<file path="src/rtl/sflash_pkg.sv">
package sflash_pkg;

  typedef enum logic [2:0] {
    PH_IDLE  = 3'd0,
    PH_CMD   = 3'd1,
    PH_ADDR  = 3'd2,
    PH_DUMMY = 3'd3,
    PH_DATA  = 3'd4,
    PH_GAP   = 3'd5
  } phase_e;

  // lane widths are encoded as the lane count itself: 1, 2 or 4
  typedef struct packed {
    logic [2:0] cmd_w;
    logic [2:0] addr_w;
    logic [2:0] data_w;
  } lanes_t;

  function automatic lanes_t lanes_of(input logic [2:0] m);
    lanes_t l;
    case (m)
      3'd1:    l = '{cmd_w: 3'd1, addr_w: 3'd1, data_w: 3'd2};
      3'd2:    l = '{cmd_w: 3'd1, addr_w: 3'd2, data_w: 3'd2};
      3'd3:    l = '{cmd_w: 3'd1, addr_w: 3'd1, data_w: 3'd4};
      3'd4:    l = '{cmd_w: 3'd1, addr_w: 3'd4, data_w: 3'd4};
      3'd5:    l = '{cmd_w: 3'd4, addr_w: 3'd4, data_w: 3'd4};
      default: l = '{cmd_w: 3'd1, addr_w: 3'd1, data_w: 3'd1};
    endcase
    return l;
  endfunction

  function automatic logic [3:0] lane_mask(input logic [2:0] w);
    case (w)
      3'd4:    return 4'hF;
      3'd2:    return 4'h3;
      default: return 4'h1;
    endcase
  endfunction

endpackage

</file>
<file path="src/rtl/sflash_seq_ctl.sv">
module sflash_seq_ctl
  import sflash_pkg::*;
#(
  parameter int ADDR_BITS = 24,
  parameter int DUM_W     = 4,
  parameter int NB_W      = 8,
  parameter int GAP_CYC   = 4,
  parameter int CNT_W     = 6
) (
  input  logic             clk,
  input  logic             rst_n,
  input  logic             start,
  input  logic [2:0]       mode,
  input  logic [DUM_W-1:0] dummy,
  input  logic [NB_W-1:0]  nbytes,
  output logic             busy,
  output logic             sclk,
  output logic             cs_n,
  output logic             load,
  output logic             shift,
  output logic             sample,
  output logic             byte_last,
  output logic [2:0]       lane_w,
  output logic [3:0]       drive_mask
);

  localparam int GAP_W = $clog2(GAP_CYC) + 1;

  phase_e           ph_q, ph_d;
  logic             sclk_q, sclk_d;
  logic             cs_q, cs_d;
  logic [CNT_W-1:0] cnt_q, cnt_d;
  logic [NB_W-1:0]  left_q, left_d;
  logic [GAP_W-1:0] gap_q, gap_d;
  lanes_t           ln_q;
  logic [DUM_W-1:0] dum_q;
  logic             active, fall, accept;

  function automatic logic [CNT_W-1:0] last_idx(input int bits, input logic [2:0] w);
    case (w)
      3'd4:    return CNT_W'(bits / 4 - 1);
      3'd2:    return CNT_W'(bits / 2 - 1);
      default: return CNT_W'(bits - 1);
    endcase
  endfunction

  assign active = (ph_q == PH_CMD) || (ph_q == PH_ADDR) ||
                  (ph_q == PH_DUMMY) || (ph_q == PH_DATA);
  assign fall   = active && sclk_q;
  assign accept = start && (ph_q == PH_IDLE) && (nbytes != '0);

  always_comb begin
    ph_d   = ph_q;
    cnt_d  = cnt_q;
    left_d = left_q;
    gap_d  = gap_q;
    sclk_d = active ? ~sclk_q : 1'b0;
    case (ph_q)
      PH_IDLE: if (accept) begin
        ph_d   = PH_CMD;
        cnt_d  = last_idx(8, lanes_of(mode).cmd_w);
        left_d = nbytes;
      end
      PH_CMD: if (fall) begin
        if (cnt_q == '0) begin
          ph_d  = PH_ADDR;
          cnt_d = last_idx(ADDR_BITS, ln_q.addr_w);
        end else cnt_d = cnt_q - 1'b1;
      end
      PH_ADDR: if (fall) begin
        if (cnt_q == '0) begin
          if (dum_q == '0) begin
            ph_d  = PH_DATA;
            cnt_d = last_idx(8, ln_q.data_w);
          end else begin
            ph_d  = PH_DUMMY;
            cnt_d = CNT_W'(dum_q) - 1'b1;
          end
        end else cnt_d = cnt_q - 1'b1;
      end
      PH_DUMMY: if (fall) begin
        if (cnt_q == '0) begin
          ph_d  = PH_DATA;
          cnt_d = last_idx(8, ln_q.data_w);
        end else cnt_d = cnt_q - 1'b1;
      end
      PH_DATA: if (fall) begin
        if (cnt_q == '0) begin
          if (left_q == NB_W'(1)) begin
            ph_d  = PH_GAP;
            gap_d = GAP_W'(GAP_CYC - 1);
          end else begin
            left_d = left_q - 1'b1;
            cnt_d  = last_idx(8, ln_q.data_w);
          end
        end else cnt_d = cnt_q - 1'b1;
      end
      PH_GAP: begin
        if (gap_q == '0) ph_d = PH_IDLE;
        else gap_d = gap_q - 1'b1;
      end
      default: ph_d = PH_IDLE;
    endcase
    cs_d = (ph_d == PH_IDLE) || (ph_d == PH_GAP);
  end

  always_ff @(posedge clk or negedge rst_n) begin
    if (!rst_n) begin
      ph_q   <= PH_IDLE;
      sclk_q <= 1'b0;
      cs_q   <= 1'b1;
      cnt_q  <= '0;
      left_q <= '0;
      gap_q  <= '0;
      ln_q   <= '0;
      dum_q  <= '0;
    end else begin
      ph_q   <= ph_d;
      sclk_q <= sclk_d;
      cs_q   <= cs_d;
      cnt_q  <= cnt_d;
      left_q <= left_d;
      gap_q  <= gap_d;
      if (accept) begin
        ln_q  <= lanes_of(mode);
        dum_q <= dummy;
      end
    end
  end

  always_comb begin
    case (ph_q)
      PH_CMD:  lane_w = ln_q.cmd_w;
      PH_ADDR: lane_w = ln_q.addr_w;
      PH_DATA: lane_w = ln_q.data_w;
      default: lane_w = 3'd1;
    endcase
  end

  assign drive_mask = ((ph_q == PH_CMD) || (ph_q == PH_ADDR)) ? lane_mask(lane_w) : 4'h0;
  assign load       = accept;
  assign shift      = fall && ((ph_q == PH_CMD) || (ph_q == PH_ADDR));
  assign sample     = (ph_q == PH_DATA) && !sclk_q;
  assign byte_last  = (cnt_q == '0);
  assign busy       = (ph_q != PH_IDLE);
  assign sclk       = sclk_q;
  assign cs_n       = cs_q;

endmodule

</file>
<file path="src/rtl/sflash_tx_shift.sv">
module sflash_tx_shift #(
  parameter int SH_W = 32
) (
  input  logic            clk,
  input  logic            rst_n,
  input  logic            load,
  input  logic [SH_W-1:0] load_val,
  input  logic            shift,
  input  logic [2:0]      lane_w,
  input  logic [3:0]      drive_mask,
  output logic [3:0]      sio_o
);

  logic [SH_W-1:0] sh_q, sh_d;
  logic [3:0]      top4, raw;

  always_comb begin
    sh_d = sh_q;
    if (load) sh_d = load_val;
    else if (shift) begin
      case (lane_w)
        3'd4:    sh_d = sh_q << 4;
        3'd2:    sh_d = sh_q << 2;
        default: sh_d = sh_q << 1;
      endcase
    end
  end

  always_ff @(posedge clk or negedge rst_n) begin
    if (!rst_n) sh_q <= '0;
    else if (load || shift) sh_q <= sh_d;
  end

  assign top4 = sh_q[SH_W-1 -: 4];

  always_comb begin
    case (lane_w)
      3'd4:    raw = top4;
      3'd2:    raw = {2'b00, top4[3:2]};
      default: raw = {3'b000, top4[3]};
    endcase
  end

  assign sio_o = raw & drive_mask;

endmodule

</file>
<file path="src/rtl/sflash_rx_asm.sv">
module sflash_rx_asm (
  input  logic       clk,
  input  logic       rst_n,
  input  logic       sample,
  input  logic       byte_last,
  input  logic [2:0] lane_w,
  input  logic [3:0] sio_i,
  output logic [7:0] rd_data,
  output logic       rd_valid
);

  logic [7:0] acc_q, acc_d;
  logic [7:0] data_q;
  logic       vld_q;

  always_comb begin
    case (lane_w)
      3'd4:    acc_d = {acc_q[3:0], sio_i[3:0]};
      3'd2:    acc_d = {acc_q[5:0], sio_i[1:0]};
      default: acc_d = {acc_q[6:0], sio_i[1]};
    endcase
  end

  always_ff @(posedge clk or negedge rst_n) begin
    if (!rst_n) begin
      acc_q  <= '0;
      data_q <= '0;
      vld_q  <= 1'b0;
    end else begin
      vld_q <= sample && byte_last;
      if (sample) acc_q <= acc_d;
      if (sample && byte_last) data_q <= acc_d;
    end
  end

  assign rd_data  = data_q;
  assign rd_valid = vld_q;

endmodule

</file>
<file path="src/rtl/sflash_read_seq.sv">
module sflash_read_seq
  import sflash_pkg::*;
#(
  parameter int ADDR_BITS = 24,
  parameter int DUM_W     = 4,
  parameter int NB_W      = 8,
  parameter int GAP_CYC   = 4
) (
  input  logic                 clk,
  input  logic                 rst_n,
  input  logic                 start,
  input  logic [2:0]           mode,
  input  logic [7:0]           cmd,
  input  logic [ADDR_BITS-1:0] addr,
  input  logic [DUM_W-1:0]     dummy,
  input  logic [NB_W-1:0]      nbytes,
  output logic                 busy,
  output logic                 sclk,
  output logic                 cs_n,
  output logic [3:0]           sio_o,
  output logic [3:0]           sio_oe,
  input  logic [3:0]           sio_i,
  output logic [7:0]           rd_data,
  output logic                 rd_valid
);

  localparam int SH_W  = 8 + ADDR_BITS;
  localparam int CNT_W = $clog2(ADDR_BITS + (1 << DUM_W));

  logic [1:0] rs_q;
  logic       core_rst_n;
  logic       load, shift, sample, byte_last;
  logic [2:0] lane_w;
  logic [3:0] drive_mask;

  always_ff @(posedge clk or negedge rst_n) begin
    if (!rst_n) rs_q <= 2'b00;
    else        rs_q <= {rs_q[0], 1'b1};
  end
  assign core_rst_n = rs_q[1];

  sflash_seq_ctl #(
    .ADDR_BITS(ADDR_BITS), .DUM_W(DUM_W), .NB_W(NB_W),
    .GAP_CYC(GAP_CYC), .CNT_W(CNT_W)
  ) u_ctl (
    .clk(clk), .rst_n(core_rst_n), .start(start), .mode(mode),
    .dummy(dummy), .nbytes(nbytes), .busy(busy), .sclk(sclk),
    .cs_n(cs_n), .load(load), .shift(shift), .sample(sample),
    .byte_last(byte_last), .lane_w(lane_w), .drive_mask(drive_mask)
  );

  sflash_tx_shift #(.SH_W(SH_W)) u_tx (
    .clk(clk), .rst_n(core_rst_n), .load(load), .load_val({cmd, addr}),
    .shift(shift), .lane_w(lane_w), .drive_mask(drive_mask), .sio_o(sio_o)
  );

  sflash_rx_asm u_rx (
    .clk(clk), .rst_n(core_rst_n), .sample(sample), .byte_last(byte_last),
    .lane_w(lane_w), .sio_i(sio_i), .rd_data(rd_data), .rd_valid(rd_valid)
  );

  assign sio_oe = drive_mask;

endmodule

</file>
<file path="config.mk">
export PLATFORM = sky130hd
export DESIGN_NAME = sflash_read_seq
export DESIGN_NICKNAME = d
export VERILOG_FILES = /design/src/rtl/sflash_pkg.sv /design/src/rtl/sflash_seq_ctl.sv /design/src/rtl/sflash_tx_shift.sv /design/src/rtl/sflash_rx_asm.sv /design/src/rtl/sflash_read_seq.sv
export SDC_FILE = /design/constraint.sdc
export NUM_CORES = 1
export LEC_CHECK = 0
export ABC_AREA = 0
export BUFFER_PORTS_ARGS = -buffer_cell sky130_fd_sc_hd__buf_2
export CAP_MARGIN = 20
export CELL_PAD_IN_SITES_DETAIL_PLACEMENT = 1
export CELL_PAD_IN_SITES_GLOBAL_PLACEMENT = 2
export CORE_UTILIZATION = 32
export DETAILED_ROUTE_END_ITERATION = 10
export HOLD_SLACK_MARGIN = 0.06
export PLACE_DENSITY = 0.81
export SYNTH_ARGS = -nofsm -noshare
export SYNTH_HDL_FRONTEND = slang
export SYNTH_SLANG_ARGS = --single-unit
</file>
<file path="constraint.sdc">
create_clock -name clk -period 2.54 [get_ports clk]
set_input_delay 0.127 -clock clk [delete_from_list [all_inputs] [get_ports clk]]
set_output_delay 0.127 -clock clk [all_outputs]
set_load 0.02 [all_outputs]
</file>
==> run summary <==
Power
• **power density relative to cell area** 436 mW/mm2
• **overall power of the completed layout** 2.76 mW
• **leakage** 2.82 nW
• **worst vdd rail ir drop** 0.300 mV

STA
• **relative slew slack** 48.4%
• **Slew Limit Fails** 0
• **post-route fraction of the period consumed by the critical path** 95.7%
• **final setup violation count** 0
• **Slew @ Worst Pin** 0.773 ns
• **skew final** 0.00998 ns
• **worst hold slack** 0.0820 ns
• **min Tclk post-route** 2.43 ns
• **final sum of negative setup slack** 0 ns
• **least setup slack across all paths after layout** 0.108 ns
• **unrepaired setup endpoints after global routing** false
• **hold violation count in the final report** 0
• **Peak Freq** 411 MHz

Drt
• **post-route ant nets** 0
• **via density per instance** 5.61
• **DRT Pass-1 Iters** 5
• **WL/cell** 18.4 um
• **count of unresolved DRC violations after routing** 0
• **number of DRC markers in iteration 0** 349
• **vias after detailed routing** 4710
• **wire length reported by the detailed router** 15.4 mm

Critical path
• **largest fanout on the critical path** 12
• **launching element type of the critical path** register
• **data arrival time of the worst path** 2.31 ns
• **crit-path max cell delay** 0.40 ns
• **nature of the critical path endpoint** primary output
• **worst path cell trace** buf_6, and4bb_1, a211oi_4, nand2b_1, buf_4, a21oi_4, buf_6, o21ai_2, a21oi_2, buf_4
• **worst setup path category** reg2out
• **required time at the worst-slack endpoint** 2.41 ns
• **slowest stage cell, crit path** dfrtp_2

Clocking
• **total clock buffers created by CTS** 9
• **clock slew at reported path FFs** 0.06 ns
• **TritonCTS clock tree** built
• **clock latency on the worst-skew pair** 0.35 ns
• **largest buffer count on any clock path** 2
• **Clock Tree Root** clkbuf_16
• **total number of clock tree sinks** 84
• **CTS HTree Levels** 3

Global route
• **number of global-route vias before repair** 4973
• **overflow left after global routing** 0
• **initial antenna violation count** 0
• **GRT Util Overall** 20.6%
• **pin count of the biggest net entering global routing** 44
• **first-pass GRT wire length** 25.8 mm

Final layout
• **Finished Cell Area** 0.00634 mm2
• **commonest cells after routing, fill and taps aside** 79 x nand2_1, 79 x dfrtp_1, 71 x buf_2, 37 x dlygate4sd3_1, 34 x o22a_1
• **number of diodes added for antenna fixing** 0
• **share of final-layout standard cells stronger than drive strength 1** 23.5%
• **final core utilization** 42.9%
• **area growth from synthesis to layout** 29.1%
• **final cell count without fillers** 839
• **count of nets after finishing** 712

Logic synthesis
• **number of instances in the synthesized netlist** 536
• **number of library cell types mapped by synthesis** 62
• **synthesized area per cell** 9.16 um2
• **number of enable-type register cells in the synthesized netlist** 0
• **share of synthesized flip-flops with an asynchronous set or reset** 100%
• **area of the mapped netlist** 0.00491 mm2
• **net count after synthesis** 596
• **Syn. warnings** 0
• **Primary FF master, synth** dfrtp_1
• **post-synthesis sequential area ratio** 42.8%
• **#FFs+latches synth** 84

Status
• **result of the run** completed

Place
• **placed cell area** 0.00552 mm2
• **worst slack after detailed placement** 0.161 ns
• **detailed placement HPWL** 10.3 mm
• **RePlAce Congestion** 0.803
• **DP Cell Count** 778
• **number of input and output port buffers inserted** 73

Floorplan
• **die extent in x** 126 um
• **Boundary Pins** 74
• **initial core utilization** 33.3%
• **std cell rows** 44
• **Core ar.** 0.0148 mm2
• **y dimension of the die** 126 um
• **DIE AREA** 0.0158 mm2

Hold path
• **Tightest Hold Check Type** in2reg

Flow run
• **max-cap violations** 0

[cells by family after synthesis]
| logic type | count (synthesis) | share of synthesized area, % |
|---|---|---|
| muxes | 4 | 0.841 |
| DFF | 84 | 42.8 |
| xor gates and xnor gates | 3 | 0.535 |
| and+or+nand+nor | 175 | 17.3 |
| AOI/OAI and AO/OA | 205 | 31.3 |
| other | 1 | 0.0764 |
| buffers and inverters | 58 | 5.56 |
| adders and majority gates | 6 | 1.53 |
[layer usage]
metal	GRT usage, %	up-vias	part of all wire (%)
met5	0	-	0
met2	33.6	113	47
li1	-	2229	-
met3	2.59	25	3.3
met1	27.5	2343	47
met4	9.36	0	2.2
[critical path, delay by kind of cell (launching register included)]
family / cells / cell delay [ns]
AO/OA/AOI/OAI: 4 / 0.42
buffers and inverters: 4 / 0.62
flip-flops: 1 / 0.40
AND/OR/NAND/NOR: 2 / 0.52
[flip-flops by register name (all words and copies together), names as in the netlist]
register / flops
u_rx.acc_q: 7
u_rx.rd_valid: 1
u_ctl.sclk: 1
u_rx.rd_data: 8
u_ctl.ph_q: 3
u_ctl.gap_q: 3
u_ctl.left_q: 8
u_ctl.dum_q: 4
u_ctl.ln_q: 8
u_ctl.cnt_q: 6
u_ctl.cs_n: 1
rs_q: 2
u_tx.sh_q: 32
[worst paths after layout]
path                               start       endpoint  slack [ns]  cells past startpoint
max reg2reg                u_ctl.ph_q[1]   u_tx.sh_q[3]        0.24                      9
min in group asynchronous          rst_n        rs_q[1]        0.09                      2
min reg2reg                      rs_q[1]  u_tx.sh_q[26]        0.33                      0
max                        u_ctl.ph_q[1]       sio_o[0]        0.11                     10
min                              addr[2]   u_tx.sh_q[2]        0.08                      3
max in group asynchronous        rs_q[1]     u_ctl.cs_n        1.49                      1
[report_power, final]
part	switching (mW)	total (mW)	leakage (nW)	internal, mW
registers	0.0132	1.35	1.02	1.34
clock network	0.534	1.28	0.135	0.749
logic	0.0512	0.127	1.67	0.0758
[cell type report]
class / count / area [um2]
clock inverter: 3 / 40.0
fill: 1727 / 8420
tap: 184 / 230
multi-input combinational: 394 / 2570
timing repair buffer: 144 / 1080
inverter: 19 / 71.3
sequential: 84 / 2110
clock buffer: 11 / 233
[synthesized netlist by cell type, drive strengths merged (6+ instances only)]
master | n | share of area (%)
dfrtp | 83 | 42
nand2 | 80 | 6.2
o21ai | 46 | 4.8
o22a | 34 | 6.1
nor2 | 31 | 2.4
a22oi | 30 | 4.6
o221ai | 30 | 6.4
a21oi | 25 | 2.9
buf | 21 | 2.7
inv | 19 | 1.5
clkbuf | 18 | 1.4
nor3 | 10 | 1.0
o22ai | 9 | 1.1
nand2b | 8 | 1.0
and2 | 6 | 0.76
ha | 6 | 1.5
nor2b | 6 | 0.76
nor3b | 6 | 1.1
[timing repair]
item	CTS	global route
resized for setup	9	9
setup endpoints to repair	5	6
buffers inserted	3	5
pin swaps	1	3
hold buffers	37	0
gates cloned	1	0
endpoints found under the hold margin	38	0
Note: power is estimated with default switching activity, not from simulation.
